[config.mk]
export PLATFORM = sky130hd
export DESIGN_NAME = elev_car_ctrl
export DESIGN_NICKNAME = d
export VERILOG_FILES = /design/src/rtl/elev_pkg.sv /design/src/rtl/sync_bits.sv /design/src/rtl/call_arbiter.sv /design/src/rtl/car_core.sv /design/src/rtl/floor_display.sv /design/src/rtl/elev_car_ctrl.sv
export SDC_FILE = /design/constraint.sdc
export NUM_CORES = 1
export LEC_CHECK = 0
export ABC_AREA = 1
export BUFFER_PORTS_ARGS = -buffer_cell sky130_fd_sc_hd__buf_4
export CAP_MARGIN = 5
export CORE_UTILIZATION = 49
export CTS_CLUSTER_SIZE = 8
export DETAILED_ROUTE_END_ITERATION = 16
export PLACE_DENSITY_LB_ADDON = 0.08
export SLEW_MARGIN = 20
export SYNTH_ARGS = -nofsm -noshare
export SYNTH_HDL_FRONTEND = slang
export SYNTH_SLANG_ARGS = --single-unit
[constraint.sdc]
create_clock -name clk -period 1.95 [get_ports clk]
set_input_delay 0.195 -clock clk [delete_from_list [all_inputs] [get_ports clk]]
set_output_delay 0.195 -clock clk [all_outputs]
set_load 0.005 [all_outputs]
[src/rtl/elev_pkg.sv]
package elev_pkg;

  // Lit-segment mask for a decimal digit, bit 6..0 = g..a, active high.
  function automatic logic [6:0] digit_mask(input logic [3:0] d);
    logic [6:0] m;
    case (d)
      4'd0: m = 7'b0111111;
      4'd1: m = 7'b0000110;
      4'd2: m = 7'b1011011;
      4'd3: m = 7'b1001111;
      4'd4: m = 7'b1100110;
      4'd5: m = 7'b1101101;
      4'd6: m = 7'b1111101;
      4'd7: m = 7'b0000111;
      4'd8: m = 7'b1111111;
      4'd9: m = 7'b1101111;
      default: m = 7'b1000000;
    endcase
    return m;
  endfunction

  // Active-low pin pattern.
  function automatic logic [6:0] digit_pins_n(input logic [3:0] d);
    return ~digit_mask(d);
  endfunction

  typedef enum logic [1:0] {
    CAR_IDLE = 2'd0,
    CAR_UP   = 2'd1,
    CAR_DOWN = 2'd2
  } car_mode_e;

endpackage

[src/rtl/sync_bits.sv]
module sync_bits #(
  parameter int WIDTH  = 16,
  parameter int STAGES = 2
) (
  input  logic             clk,
  input  logic             rst,
  input  logic [WIDTH-1:0] din,
  output logic [WIDTH-1:0] dout
);

  logic [WIDTH-1:0] chain [STAGES];

  always_ff @(posedge clk) begin
    if (rst) chain[0] <= '0;
    else     chain[0] <= din;
  end

  for (genvar s = 1; s < STAGES; s++) begin : g_stage
    always_ff @(posedge clk) begin
      if (rst) chain[s] <= '0;
      else     chain[s] <= chain[s-1];
    end
  end

  assign dout = chain[STAGES-1];

endmodule

[src/rtl/call_arbiter.sv]
module call_arbiter #(
  parameter int NUM_FLOORS = 11,
  localparam int FW = $clog2(NUM_FLOORS)
) (
  input  logic [NUM_FLOORS-1:0] calls,
  output logic                  any_call,
  output logic [FW-1:0]         win_floor
);

  // Scan from the top down so the lowest active floor is written last.
  always_comb begin
    win_floor = '0;
    for (int i = NUM_FLOORS - 1; i >= 0; i--) begin
      if (calls[i]) win_floor = FW'(i);
    end
  end

  assign any_call = |calls;

endmodule

[src/rtl/car_core.sv]
module car_core
  import elev_pkg::*;
#(
  parameter int NUM_FLOORS = 11,
  localparam int FW = $clog2(NUM_FLOORS),
  localparam logic [FW-1:0] TOP_FLOOR = FW'(NUM_FLOORS - 1)
) (
  input  logic          clk,
  input  logic          rst,
  input  logic          tick,
  input  logic          call_valid,
  input  logic [FW-1:0] call_floor,
  input  logic          go_level,
  input  logic [FW-1:0] dest_code,
  output logic [FW-1:0] cur_floor,
  output logic [FW-1:0] dest_floor,
  output logic          moving
);

  car_mode_e     mode_q;
  logic          go_prev_q;
  logic          go_fall;
  logic          dest_ok;
  logic [FW-1:0] next_floor;

  assign go_fall    = go_prev_q & ~go_level;
  assign dest_ok    = (dest_code <= TOP_FLOOR) && (dest_code != cur_floor);
  assign next_floor = (mode_q == CAR_UP) ? cur_floor + FW'(1) : cur_floor - FW'(1);
  assign moving     = (mode_q != CAR_IDLE);

  always_ff @(posedge clk) begin
    if (rst) begin
      cur_floor  <= '0;
      dest_floor <= '0;
      mode_q     <= CAR_IDLE;
      go_prev_q  <= 1'b0;
    end else begin
      go_prev_q <= go_level;
      if (mode_q != CAR_IDLE) begin
        if (tick) begin
          cur_floor <= next_floor;
          if (next_floor == dest_floor) mode_q <= CAR_IDLE;
        end
      end else if (call_valid) begin
        cur_floor <= call_floor;
      end else if (go_fall && dest_ok) begin
        dest_floor <= dest_code;
        mode_q     <= (dest_code > cur_floor) ? CAR_UP : CAR_DOWN;
      end
    end
  end

endmodule

[src/rtl/floor_display.sv]
module floor_display
  import elev_pkg::*;
#(
  parameter int NUM_FLOORS = 11,
  localparam int FW = $clog2(NUM_FLOORS)
) (
  input  logic [FW-1:0]         cur_floor,
  output logic [NUM_FLOORS-1:0] lamp,
  output logic [6:0]            seg_tens,
  output logic [6:0]            seg_units
);

  logic [FW-1:0] tens_val;
  logic [FW-1:0] units_val;

  for (genvar i = 0; i < NUM_FLOORS; i++) begin : g_lamp
    assign lamp[i] = (cur_floor == FW'(i));
  end

  assign tens_val  = cur_floor / FW'(10);
  assign units_val = cur_floor % FW'(10);
  assign seg_tens  = digit_pins_n(4'(tens_val));
  assign seg_units = digit_pins_n(4'(units_val));

endmodule

[src/rtl/elev_car_ctrl.sv]
module elev_car_ctrl #(
  parameter int NUM_FLOORS  = 11,
  parameter int SYNC_STAGES = 2,
  localparam int FW = $clog2(NUM_FLOORS),
  localparam int SW = NUM_FLOORS + FW + 1
) (
  input  logic                  clk,
  input  logic                  rst,
  input  logic                  step_tick,
  input  logic [NUM_FLOORS-1:0] call_sw,
  input  logic [FW-1:0]         dest_sw,
  input  logic                  go_sw,
  output logic [NUM_FLOORS-1:0] floor_lamp,
  output logic [6:0]            seg_tens,
  output logic [6:0]            seg_units,
  output logic                  moving
);

  logic [SW-1:0]         sw_sync;
  logic [NUM_FLOORS-1:0] call_s;
  logic [FW-1:0]         dest_s;
  logic                  go_s;
  logic                  call_valid;
  logic [FW-1:0]         call_floor;
  logic [FW-1:0]         cur_floor;
  logic [FW-1:0]         dest_floor;

  sync_bits #(.WIDTH(SW), .STAGES(SYNC_STAGES)) u_sync (
    .clk  (clk),
    .rst  (rst),
    .din  ({go_sw, dest_sw, call_sw}),
    .dout (sw_sync)
  );

  assign call_s = sw_sync[NUM_FLOORS-1:0];
  assign dest_s = sw_sync[NUM_FLOORS +: FW];
  assign go_s   = sw_sync[SW-1];

  call_arbiter #(.NUM_FLOORS(NUM_FLOORS)) u_arb (
    .calls     (call_s),
    .any_call  (call_valid),
    .win_floor (call_floor)
  );

  car_core #(.NUM_FLOORS(NUM_FLOORS)) u_core (
    .clk        (clk),
    .rst        (rst),
    .tick       (step_tick),
    .call_valid (call_valid),
    .call_floor (call_floor),
    .go_level   (go_s),
    .dest_code  (dest_s),
    .cur_floor  (cur_floor),
    .dest_floor (dest_floor),
    .moving     (moving)
  );

  floor_display #(.NUM_FLOORS(NUM_FLOORS)) u_disp (
    .cur_floor (cur_floor),
    .lamp      (floor_lamp),
    .seg_tens  (seg_tens),
    .seg_units (seg_units)
  );

endmodule

==> metrics.yaml <==
synth:
  synth_top_area_share_pct: 39.1
  syn_avg_cell_area_sq_um: 6.93
  ys_top_cells_by_count: "65 x nor2_1, 63 x inv_1, 49 x nand2_1"
  async_flop_share_pct: 0
  synth.most_common_cell: "nor2_1"
  yosysTopAreaCell: "dfxtp_1"
  yosysWarnings: 0
  ys.flop_type: "dfxtp_1"
  synthCells: 318
  synth_edf_count: 0
  synthDistinctLibCells: 29
  yosysSeqAreaShare_pct: 39.1
  synth_area_leaders: "dfxtp_1 39%, nor2_1 11%, inv_1 11%, ha_1 9.1%, nand2_1 8.3%"
  ys_seq_elements: 43
  syn_area_sq_um: 2200
cts:
  tritoncts: "yes"
  cts.sinks: 43
  cts_root_buf: "clkbuf_8"
  post_cts_hold_buffer_count: 0
  htreeDepth: 2
  path_clk_slew_ns: 0.08
  cts_buffers: 5
  ctsLongestPathBuffers: 2
  clkLatencyLatePin_ns: 0.30
drt:
  vias_per_cell: 4.59
  antenna_left: 0
  wire_per_inst_microns: 9.75
  drc: 0
  routed_wl_microns: 4170
  drt-initial-drc-count: 103
  drt_first_pass_iters: 5
  num_vias: 1963
power:
  power_leakage_nw: 1.48
  p_int_w: 0.00158
  switching_share_pct: 31.7
  ir_drop_uv: 450
  combPwrFrac_pct: 33.3
  p_per_area_nw_per_um2: 800
  clkPwrFrac_pct: 25.5
  total_power_w: 0.00231
  seqPwrFrac_pct: 41.2
  power.net_switching_w: 0.000732
worst_setup_path:
  cp-end-kind: "output pin"
  regToRegEndpoint: "u_core.mode_q[1]$_SDFFE_PP0P_"
  slowest_stage: "dfxtp_2"
  worst-path-stages: 10
  crit_path_cell_trace: "inv_2 -> ha_4 -> nor3_4 -> nor2_2 -> nand2_2 -> o21ai_4 -> ha_1 -> nor2_1 -> a211oi_1 -> buf_4"
  arrival_ns: 1.96
  cpLargestDelayFamily: "compound AO/OA/AOI/OAI gates"
  start_kind: "register"
  criticalPathCategory: "reg2out"
  ff2ff_path_depth: 15
  cpPeakStageDelay_ns: 0.33
  endpoint: "seg_units[6]"
  reg2reg_slack_ns: 0.13
  worstSetupStartpoint: "u_core.cur_floor[0]$_SDFFE_PP0P_"
  critPathBufInv: 2
  critPathMaxFanout: 4
  crit-reg2reg-launch: "u_core.cur_floor[0]$_SDFFE_PP0P_"
  worstPathRequired_ns: 1.75
grt:
  grt_overflow: 0
  grt_max_degree: 35
  grt_use_total_pct: 18.8
  grt_pass1_wl_microns: 7360
  grt_pass1_vias: 1741
  antenna_found_initial: 0
layout:
  final_cell_area_sq_um: 2890
  antenna_cells: 0
  multi_input_area_sq_um: 1140
  regArea_sq_um: 870
  area_growth_pct: 31.1
  fin_util_pct: 66.8
  fillCellCount: 395
  drive_above_1_share_pct: 29.3
  nets: 410
min_path:
  hp-class: "in2reg"
timing:
  max_freq_ghz: 0.465
  hold-worst-slack_ns: 0.0946
  fin_ws_ns: -0.201
  hold_viol: 0
  rsz0062_at_grt: "yes"
  fin_tns_setup_ns: -0.462
  finalCritPeriodShare_pct: 110
  setup_viol: 5
  timing.final.crit_period_ns: 2.15
  slew_viol_final: 0
  finClkSkew_ns: 0.00939
floorplan:
  initial_utilization_pct: 51.0
  io_pins: 45
  die_x_microns: 69.1
  rows: 24
  die_y_microns: 69.1
  die-area_sq_um: 4770
  core_sq_um: 4320
placed_design:
  gp_congestion: 0.833
  place_area_sq_um: 2580
  port_buffers: 41
  hpwl_microns: 3070
status:
  status: "finished with violations"
  violations: "negative setup slack"
flow_run:
  max_cap_viol_count: 0
## state kept, by name (all words and copies together), names as in the netlist
register / cells
u_core.dest_floor: 4
u_core.cur_floor: 4
u_sync.chain: 32
u_core.go_prev_q: 1
u_core.mode_q: 2
## per-stage QoR
step | worst slack [ns] | instances
detailed placement | 0.0314 | 410
global route | -0.285 | 428
global placement | 0.0747 | 410
finish | -0.201 | 428
floorplan | 0.00382 | 319
CTS | -0.115 | 425
## repair_timing
action | 4_1_cts | 5_1_grt
setup endpoints to repair | 7 | 9
gates resized for setup | 24 | 18
pin swaps | 11 | 9
buffers inserted | 7 | 3
## cell families after synthesis
group,Yosys count,share of synthesized area [%]
compound gates,36,9.09
simple gates,143,27.8
fa+ha+maj,16,9.09
buf+inv,78,14.6
other cells,2,0.341
flops,43,39.1
## worst reg2reg max path, stage by stage (launching register included)
cell and delay [ns]:
dfxtp_2 0.34, inv_2 0.05, buf_4 0.12, buf_4 0.16, ha_1 0.32, nand3_1 0.13, nand2_2 0.09, nand2_1 0.06
nand3_1 0.06, nor2_1 0.08, nand2_1 0.06, nand2_2 0.08, nand2_2 0.06, nand2_1 0.05, nand2_1 0.05, nor2_2 0.07
## layout by cell type (no fill, tap or decap), types with 4 or more instances in the layout
cell type / synthesis / final
a21oi_1: 10 / 9
buf_4: 6 / 56
clkbuf_8: 0 / 6
dfxtp_1: 43 / 40
ha_1: 16 / 12
ha_4: 0 / 4
inv_1: 63 / 57
inv_2: 4 / 9
nand2_1: 49 / 43
nand2_2: 4 / 9
nand3_1: 14 / 14
nor2_1: 65 / 62
nor2_2: 2 / 4
o21ai_0: 16 / 12
o21ai_1: 2 / 4
## power by group through the flow
| stage | clock network, W | logic, W | registers, W |
|---|---|---|---|
| finish | 0.000589 | 0.000769 | 0.000952 |
| global route | 0.000644 | 0.000865 | 0.000958 |
| CTS | 0.000606 | 0.000688 | 0.000952 |
| detailed placement | 0 | 0.000611 | 0.000968 |
| global placement | 0 | 0.000602 | 0.000968 |
| floorplan | 0 | 0.000368 | 0.000971 |
## per-layer routing
metal  routed length [microns]  global-route usage (%)  part of all wire (%)  vias up
met2                      2020                    33.2                    48       45
met1                      1870                    21.7                    45      842
met3                       198                    4.53                   4.7        8
li1                          -                       -                     -     1068
met5                         0                       0                     0        -
met4                        85                    7.26                   2.0        0
## how the worst min path moves through the flow
stage,cells after the start,start,slack (ns),end
2_1_floorplan,2,call_sw[0],0.30,u_sync.chain[0][0]$_SDFF_PP0_
3_3_place_gp,2,u_sync.chain[0][15]$_SDFF_PP0_,0.39,u_sync.chain[1][15]$_SDFF_PP0_
3_5_place_dp,2,u_sync.chain[0][8]$_SDFF_PP0_,0.39,u_sync.chain[1][8]$_SDFF_PP0_
4_1_cts,3,go_sw,0.09,u_sync.chain[0][15]$_SDFF_PP0_
5_1_grt,3,call_sw[7],0.1,u_sync.chain[0][7]$_SDFF_PP0_
6_report,3,go_sw,0.09,u_sync.chain[0][15]$_SDFF_PP0_
## cell type report
cell class,instances,area share (%)
well taps,52,2.25
clock buffers,6,2.86
clock inverters,2,0.563
flip-flops and latches,43,30.1
inverters,68,9.10
repair buffers,59,15.7
multi-input cells,198,39.4
Power figures use the tool's default switching activity.
